`config.mk`:
```
export PLATFORM = sky130hd
export DESIGN_NAME = flash_rst_seq
export DESIGN_NICKNAME = d
export VERILOG_FILES = /design/src/rtl/flash_rst_pkg.sv /design/src/rtl/flash_rst_defaults.sv /design/src/rtl/flash_rst_seq.sv
export SDC_FILE = /design/constraint.sdc
export NUM_CORES = 1
export LEC_CHECK = 0
export ABC_AREA = 1
export BUFFER_PORTS_ARGS = -buffer_cell sky130_fd_sc_hd__buf_2
export CAP_MARGIN = 20
export CELL_PAD_IN_SITES_DETAIL_PLACEMENT = 1
export CELL_PAD_IN_SITES_GLOBAL_PLACEMENT = 1
export CORE_ASPECT_RATIO = 0.7
export CORE_MARGIN = 3
export CORE_UTILIZATION = 37
export DETAILED_ROUTE_END_ITERATION = 10
export PLACE_DENSITY_LB_ADDON = 0.1
export RECOVER_POWER = 100
export SYNTH_ARGS = -nofsm -noshare
export SYNTH_HDL_FRONTEND = slang
export SYNTH_SLANG_ARGS = --single-unit
```
`constraint.sdc`:
```
create_clock -name clk -period 3.5 [get_ports clk]
set_input_delay 0.35 -clock clk [delete_from_list [all_inputs] [get_ports clk]]
set_output_delay 0.35 -clock clk [all_outputs]
set_load 0.01 [all_outputs]
```
`src/rtl/flash_rst_pkg.sv`:
```
`timescale 1ns/1ps
package flash_rst_pkg;

    typedef enum logic [2:0] {
        ST_RUN   = 3'd0,
        ST_PULSE = 3'd1,
        ST_DEEP  = 3'd2,
        ST_SHUT  = 3'd3,
        ST_WAKE  = 3'd4
    } seq_state_e;

    typedef enum logic [1:0] {
        MODE_ARRAY  = 2'd0,
        MODE_CONFIG = 2'd1,
        MODE_STATUS = 2'd2,
        MODE_QUERY  = 2'd3
    } dev_mode_e;

    localparam logic [7:0] STATUS_AFTER_RESET = 8'h80;

endpackage

```
`src/rtl/flash_rst_defaults.sv`:
```
`timescale 1ns/1ps
module flash_rst_defaults
    import flash_rst_pkg::*;
#(
    parameter int NUM_BLOCKS = 8
) (
    output logic [1:0]            mode_o,
    output logic [7:0]            status_o,
    output logic [NUM_BLOCKS-1:0] lock_o
);
    assign mode_o   = MODE_ARRAY;
    assign status_o = STATUS_AFTER_RESET;

    // every block comes out of reset locked
    for (genvar b = 0; b < NUM_BLOCKS; b++) begin : g_lock
        assign lock_o[b] = 1'b1;
    end
endmodule

```
`src/rtl/flash_rst_seq.sv`:
```
`timescale 1ns/1ps
module flash_rst_seq
    import flash_rst_pkg::*;
#(
    parameter int MIN_PULSE    = 4,
    parameter int SHUTDOWN_CYC = 6,
    parameter int READ_RECOV   = 3,
    parameter int WRITE_RECOV  = 5,
    parameter int NUM_BLOCKS   = 8
) (
    input  logic                  clk,
    input  logic                  por_n,
    input  logic                  rst_pin_n,
    input  logic                  busy_i,
    input  logic                  chip_sel_n,
    output logic                  deep_rst_o,
    output logic                  out_dis_o,
    output logic                  abort_o,
    output logic                  read_ok_o,
    output logic                  write_ok_o,
    output logic                  init_load_o,
    output logic [1:0]            init_mode_o,
    output logic [7:0]            init_status_o,
    output logic [NUM_BLOCKS-1:0] init_lock_o
);
    localparam int MAX_REC = (READ_RECOV > WRITE_RECOV) ? READ_RECOV : WRITE_RECOV;
    localparam int MAX_A   = (MIN_PULSE > SHUTDOWN_CYC) ? MIN_PULSE : SHUTDOWN_CYC;
    localparam int MAX_ALL = (MAX_A > MAX_REC) ? MAX_A : MAX_REC;
    localparam int CW      = $clog2(MAX_ALL + 1);

    typedef struct packed {
        seq_state_e    st;
        logic [CW-1:0] cnt;
        logic          rd_ok;
        logic          wr_ok;
        logic          abort;
        logic          init;
    } seq_t;

    seq_t seq_d, seq_q;

    always_comb begin
        seq_d       = seq_q;
        seq_d.abort = 1'b0;
        seq_d.init  = 1'b0;
        if (!rst_pin_n) begin
            seq_d.rd_ok = 1'b0;
            seq_d.wr_ok = 1'b0;
        end
        unique case (seq_q.st)
            ST_RUN: begin
                if (!rst_pin_n) begin
                    if (busy_i) begin
                        seq_d.st    = ST_SHUT;
                        seq_d.cnt   = '0;
                        seq_d.abort = 1'b1;
                    end else if (MIN_PULSE <= 1) begin
                        seq_d.st = ST_DEEP;
                    end else begin
                        seq_d.st  = ST_PULSE;
                        seq_d.cnt = CW'(1);
                    end
                end
            end
            ST_PULSE: begin
                if (rst_pin_n) begin
                    seq_d.st    = ST_RUN;
                    seq_d.rd_ok = 1'b1;
                    seq_d.wr_ok = 1'b1;
                end else if (seq_q.cnt + CW'(1) >= CW'(MIN_PULSE)) begin
                    seq_d.st = ST_DEEP;
                end else begin
                    seq_d.cnt = seq_q.cnt + CW'(1);
                end
            end
            ST_DEEP: begin
                if (rst_pin_n) begin
                    seq_d.st   = ST_WAKE;
                    seq_d.cnt  = '0;
                    seq_d.init = 1'b1;
                end
            end
            ST_SHUT: begin
                if (seq_q.cnt == CW'(SHUTDOWN_CYC - 1)) begin
                    if (rst_pin_n) begin
                        seq_d.st   = ST_WAKE;
                        seq_d.cnt  = '0;
                        seq_d.init = 1'b1;
                    end else begin
                        seq_d.st = ST_DEEP;
                    end
                end else begin
                    seq_d.cnt = seq_q.cnt + CW'(1);
                end
            end
            ST_WAKE: begin
                if (!rst_pin_n) begin
                    seq_d.st = ST_DEEP;
                end else begin
                    if (seq_q.cnt != CW'(MAX_REC)) begin
                        seq_d.cnt = seq_q.cnt + CW'(1);
                    end
                    seq_d.rd_ok = (seq_d.cnt >= CW'(READ_RECOV));
                    seq_d.wr_ok = (seq_d.cnt >= CW'(WRITE_RECOV));
                    if (seq_d.cnt >= CW'(MAX_REC)) begin
                        seq_d.st = ST_RUN;
                    end
                end
            end
            default: seq_d.st = ST_DEEP;
        endcase
    end

    always_ff @(posedge clk or negedge por_n) begin
        if (!por_n) begin
            seq_q       <= '0;
            seq_q.st    <= ST_DEEP;
        end else begin
            seq_q <= seq_d;
        end
    end

    assign deep_rst_o  = (seq_q.st == ST_DEEP);
    assign out_dis_o   = chip_sel_n | ~seq_q.rd_ok;
    assign abort_o     = seq_q.abort;
    assign read_ok_o   = seq_q.rd_ok;
    assign write_ok_o  = seq_q.wr_ok;
    assign init_load_o = seq_q.init;

    flash_rst_defaults #(
        .NUM_BLOCKS(NUM_BLOCKS)
    ) i_defaults (
        .mode_o  (init_mode_o),
        .status_o(init_status_o),
        .lock_o  (init_lock_o)
    );
endmodule

```
==> impl_results.html <==
<table>
<tr><th>Metric</th><th>Value</th></tr>
<tr><th colspan="2">Worst setup path</th></tr>
<tr><td>Peak fanout along the critical path</td><td>5</td></tr>
<tr><td>Required time reported for the critical path endpoint</td><td>around 3.2 ns</td></tr>
<tr><td>Stages on the worst setup path</td><td>5</td></tr>
<tr><td>Crit path kind</td><td>register to primary output</td></tr>
<tr><td>Worst R2R Path Depth</td><td>10</td></tr>
<tr><td>WP data arrival</td><td>between 1 and 1.5 ns</td></tr>
<tr><td>List of cells traversed by the critical path</td><td>inv_2 -&gt; nor2_2 -&gt; nand2_1 -&gt; inv_1 -&gt; buf_2</td></tr>
<tr><td>Largest incremental delay on the critical path</td><td>around 0.67 ns</td></tr>
<tr><td>Worst path buffer plus inverter count</td><td>3</td></tr>
<tr><td>Master of the slowest instance on the critical path</td><td>sky130_fd_sc_hd__dfstp_1</td></tr>
<tr><td>Register-to-register setup slack</td><td>~1.7 ns</td></tr>
<tr><td>Gate family responsible for the most delay along the worst path</td><td>flip-flops</td></tr>
<tr><td>Startpoint types</td><td>register</td></tr>
<tr><td>Capturing element type of the critical path</td><td>primary output</td></tr>
<tr><th colspan="2">Synthesis</th></tr>
<tr><td>Number of synthesized flops with an enable pin</td><td>0</td></tr>
<tr><td>Dominant cells by area after synthesis</td><td>sky130_fd_sc_hd__dfrtp_1 24%, sky130_fd_sc_hd__buf_4 16%, sky130_fd_sc_hd__nand2_1 15%</td></tr>
<tr><td>Proportion of netlist area held by the largest area contributor</td><td>0.245</td></tr>
<tr><td>#FFs+latches synth</td><td>10</td></tr>
<tr><td>Synth cell count leaders</td><td>36 x sky130_fd_sc_hd__nand2_1, 20 x sky130_fd_sc_hd__buf_4, 20 x sky130_fd_sc_hd__nand3_1</td></tr>
<tr><td>Synthesized instance count</td><td>about 140</td></tr>
<tr><td>Post-synth cell types</td><td>17</td></tr>
<tr><td>Seq/Total Area, Yosys</td><td>0.273</td></tr>
<tr><td>Prevailing post-synth register cell</td><td>sky130_fd_sc_hd__dfrtp_1</td></tr>
<tr><td>Mapped Area</td><td>approximately 920 um^2</td></tr>
<tr><td>Most frequent cell after synthesis</td><td>sky130_fd_sc_hd__nand2_1</td></tr>
<tr><td>Ys async rst share</td><td>1.00</td></tr>
<tr><td>Yosys warning count</td><td>0</td></tr>
<tr><td>Dominant cell type by area after synthesis</td><td>sky130_fd_sc_hd__dfrtp_1</td></tr>
<tr><td>Mean area per synthesized cell</td><td>between 6 and 7 um^2</td></tr>
<tr><th colspan="2">Timing</th></tr>
<tr><td>Worst clock skew</td><td>a little over 0.003 ns</td></tr>
<tr><td>Unrepaired setup endpoints after global routing</td><td>false</td></tr>
<tr><td>Tmin final</td><td>around 1.8 ns</td></tr>
<tr><td>Period utilisation layout</td><td>0.519</td></tr>
<tr><td>Count of final hold-check violations</td><td>0</td></tr>
<tr><td>Slew Limit Headroom</td><td>0.636</td></tr>
<tr><td>Total count of max-transition violations in the final report</td><td>0</td></tr>
<tr><td>Worst-Margin Slew</td><td>0.545 ns</td></tr>
<tr><td>Fin Setup TNS</td><td>0 ns</td></tr>
<tr><td>Fin worst setup slack</td><td>about 1.7 ns</td></tr>
<tr><td>Top achievable clock speed</td><td>550 MHz</td></tr>
<tr><td>Final setup fails</td><td>0</td></tr>
<tr><th colspan="2">Cells and area</th></tr>
<tr><td>Area growth syn-to-layout</td><td>3.13%</td></tr>
<tr><td>Number of antenna diodes</td><td>0</td></tr>
<tr><td># nets final</td><td>~160</td></tr>
<tr><td>Filler cell count in the final layout</td><td>~320</td></tr>
<tr><td>Fraction of final layout cells sized beyond drive strength 1</td><td>0.154</td></tr>
<tr><th colspan="2">Clock tree</th></tr>
<tr><td>Clk slew on worst S/H paths</td><td>roughly 0.07 ns</td></tr>
<tr><td>CTS H-Tree Depth</td><td>1</td></tr>
<tr><td>TritonCTS clock tree</td><td>built</td></tr>
<tr><td>Post-CTS Resized</td><td>0</td></tr>
<tr><td>Number of sinks on the clock net</td><td>10</td></tr>
<tr><td>Maximum clock path buffer count</td><td>2</td></tr>
<tr><td>Inserted Clock Buffers</td><td>3</td></tr>
<tr><td>Root buf cell</td><td>sky130_fd_sc_hd__clkbuf_4</td></tr>
<tr><td>Clock Latency Late Sink</td><td>0.26 ns</td></tr>
<tr><th colspan="2">Place</th></tr>
<tr><td>Post-placement setup slack</td><td>roughly 1.7 ns</td></tr>
<tr><td>IO Port Bufs</td><td>10</td></tr>
<tr><td>Routability Congestion</td><td>0.794</td></tr>
<tr><td>HPWL Detailed</td><td>approximately 1.9 mm</td></tr>
<tr><th colspan="2">Floorplanning</th></tr>
<tr><td>Starting Density</td><td>0.408</td></tr>
<tr><td>Die H</td><td>about 48 um</td></tr>
<tr><td>Die extent in x</td><td>around 66 um</td></tr>
<tr><td>Total core area</td><td>0.00226 mm^2</td></tr>
<tr><td>Site row count</td><td>14</td></tr>
<tr><td>I/O pins</td><td>29</td></tr>
<tr><td>Die ar.</td><td>around 0.0031 mm^2</td></tr>
<tr><th colspan="2">Power</th></tr>
<tr><td>Power after layout</td><td>729 uW</td></tr>
<tr><td>Sw Ratio</td><td>0.508</td></tr>
<tr><td>Clock power frac</td><td>0.144</td></tr>
<tr><td>Peak supply drop</td><td>roughly 0.00025 V</td></tr>
<tr><td>Seq pwr share</td><td>0.293</td></tr>
<tr><td>Switching power of the nets</td><td>about 370 uW</td></tr>
<tr><td>Leak Pwr</td><td>roughly 0.54 nW</td></tr>
<tr><td>Part of the power in combinational logic</td><td>0.563</td></tr>
<tr><td>Internal power</td><td>roughly 360 uW</td></tr>
<tr><td>Power Dens Cells</td><td>768 mW/mm^2</td></tr>
<tr><th colspan="2">Drt</th></tr>
<tr><td>Vias post-DR</td><td>832</td></tr>
<tr><td>Initial DRC count</td><td>30</td></tr>
<tr><td>Detailed-route wire length</td><td>roughly 2.2 mm</td></tr>
<tr><td>Per-cell via count in the routed design</td><td>between 4 and 5</td></tr>
<tr><td>Wire length per cell after detailed routing</td><td>about 12 um</td></tr>
<tr><td>Router iterations before antenna repair</td><td>4</td></tr>
<tr><td>Number of remaining DRC errors</td><td>0</td></tr>
<tr><td>Routed Antenna Nets</td><td>0</td></tr>
<tr><th colspan="2">Hold path</th></tr>
<tr><td>Number of stages on the worst hold path</td><td>3</td></tr>
<tr><td>Kind of path behind the tightest hold check</td><td>primary input to register</td></tr>
<tr><th colspan="2">GRT</th></tr>
<tr><td>Via count of the first global-routing pass</td><td>749</td></tr>
<tr><td>Maximum number of pins on one net before global-route repair</td><td>11</td></tr>
<tr><td>GRT Total Usage</td><td>0.152</td></tr>
<tr><td>Remaining global-route overflow</td><td>0</td></tr>
<tr><td>Wire length of the first global-routing pass</td><td>between 3 and 4 mm</td></tr>
<tr><td>Initial antenna violation count</td><td>0</td></tr>
<tr><th colspan="2">Outcome</th></tr>
<tr><td>Outcome</td><td>finished clean</td></tr>
<tr><th colspan="2">Job</th></tr>
<tr><td>Number of max-cap violations</td><td>0</td></tr>
</table>
[layout make-up]
class	count	area (um^2)	share of cell area
multi-input combinational	108	509	0.536
inverter	16	60.1	0.0632
tap	32	40.0	0.0422
sequential	10	251	0.265
timing repair buffer	11	52.6	0.0553
clock buffer	4	36.3	0.0382
[per-stage QoR]
stage / util / hold WS [ns] / cells / instance area, um^2
floorplan: - / 0.0544 / 154 / 981
global placement: 0.408 / 0.224 / 176 / 921
detailed placement: 0.408 / 0.224 / 176 / 921
CTS: 0.428 / 0.337 / 181 / 967
global route: 0.420 / 0.357 / 181 / 950
finish: 0.420 / 0.346 / 181 / 950
[state kept, by name, indices dropped and copies added, names as in the netlist]
register	flops
read_ok_o	1
write_ok_o	1
seq_q	6
init_load_o	1
abort_o	1
[power groups by stage]
stage               Combinational, mW  Sequential (mW)  Clock (mW)
floorplan                       0.333            0.209           0
global placement                0.413            0.219           0
detailed placement              0.422            0.222           0
CTS                             0.426            0.220       0.107
global route                    0.465            0.219       0.116
finish                          0.410            0.214       0.105
[path summary, 6_finish.rpt]
path,end,start
max,deep_rst_o,seq_q[8]$_DFFE_PN1P_
min,abort_o$_DFF_PN0_,busy_i
max reg2reg,seq_q[7]$_DFFE_PN0P_,seq_q[5]$_DFFE_PN0P_
min reg2reg,write_ok_o$_DFF_PN0_,write_ok_o$_DFF_PN0_
max in group asynchronous,seq_q[8]$_DFFE_PN1P_,por_n
min in group asynchronous,seq_q[9]$_DFFE_PN0P_,por_n
[layout by cell type (no fill, tap or decap)]
| master | netlist | layout |
|---|---|---|
| sky130_fd_sc_hd__dfstp_1 | 0 | 1 |
| sky130_fd_sc_hd__nand2_2 | 6 | 5 |
| sky130_fd_sc_hd__clkbuf_8 | 0 | 1 |
| sky130_fd_sc_hd__conb_1 | 2 | 18 |
| sky130_fd_sc_hd__nor2_1 | 10 | 11 |
| sky130_fd_sc_hd__buf_2 | 0 | 4 |
| sky130_fd_sc_hd__ha_1 | 4 | 4 |
| sky130_fd_sc_hd__nand4_1 | 1 | 1 |
| sky130_fd_sc_hd__o21ai_0 | 3 | 3 |
| sky130_fd_sc_hd__a21oi_1 | 1 | 1 |
| sky130_fd_sc_hd__nand2_1 | 36 | 37 |
| sky130_fd_sc_hd__inv_1 | 13 | 13 |
| sky130_fd_sc_hd__o21ai_1 | 1 | 1 |
| sky130_fd_sc_hd__inv_2 | 3 | 3 |
| sky130_fd_sc_hd__nor2_2 | 6 | 6 |
| sky130_fd_sc_hd__nor2_4 | 2 | 1 |
| sky130_fd_sc_hd__clkbuf_1 | 0 | 6 |
| sky130_fd_sc_hd__nand3_1 | 20 | 20 |
| sky130_fd_sc_hd__clkbuf_4 | 0 | 3 |
| sky130_fd_sc_hd__dfrtp_1 | 9 | 9 |
| sky130_fd_sc_hd__dlygate4sd3_1 | 0 | 1 |
[per-layer routing]
metal,routed length (um),up-vias,global-route usage,part of all wire
li1,-,411,-,-
met1,1150,389,0.215,0.51
met2,915,30,0.233,0.41
met3,145,2,0.0235,0.065
met4,19,0,0.0661,0.0085
met5,0,-,0,0
[repair_timing]
action,CTS,global route
hold endpoints to repair,9,0
buffers inserted,0,0
hold buffers,1,0
setup endpoints to repair,0,0
[cell families (layout without fill, tap and decap cells)]
kind of cell / Yosys count / after routing / share of synthesized area
AO/OA/AOI/OAI: 5 / 5 / 0.0272
adder cells (fa/ha/maj): 4 / 4 / 0.0543
other: 2 / 18 / 0.00816
AND/OR/NAND/NOR: 81 / 81 / 0.409
buffers and inverters: 36 / 31 / 0.228
flip-flops: 10 / 10 / 0.273
[worst reg2reg max path, stage by stage, from the launching register on]
cell                      delay [ns]
sky130_fd_sc_hd__dfrtp_1        0.43
sky130_fd_sc_hd__inv_1          0.08
sky130_fd_sc_hd__ha_1           0.17
sky130_fd_sc_hd__nand2_1        0.17
sky130_fd_sc_hd__ha_1           0.36
sky130_fd_sc_hd__nand3_1        0.13
sky130_fd_sc_hd__nand2_1        0.06
sky130_fd_sc_hd__nand2_1        0.12
sky130_fd_sc_hd__nand2_2        0.07
sky130_fd_sc_hd__nand2_1        0.06
sky130_fd_sc_hd__nand2_1        0.05
No activity file was read; power rests on OpenSTA's default activity.
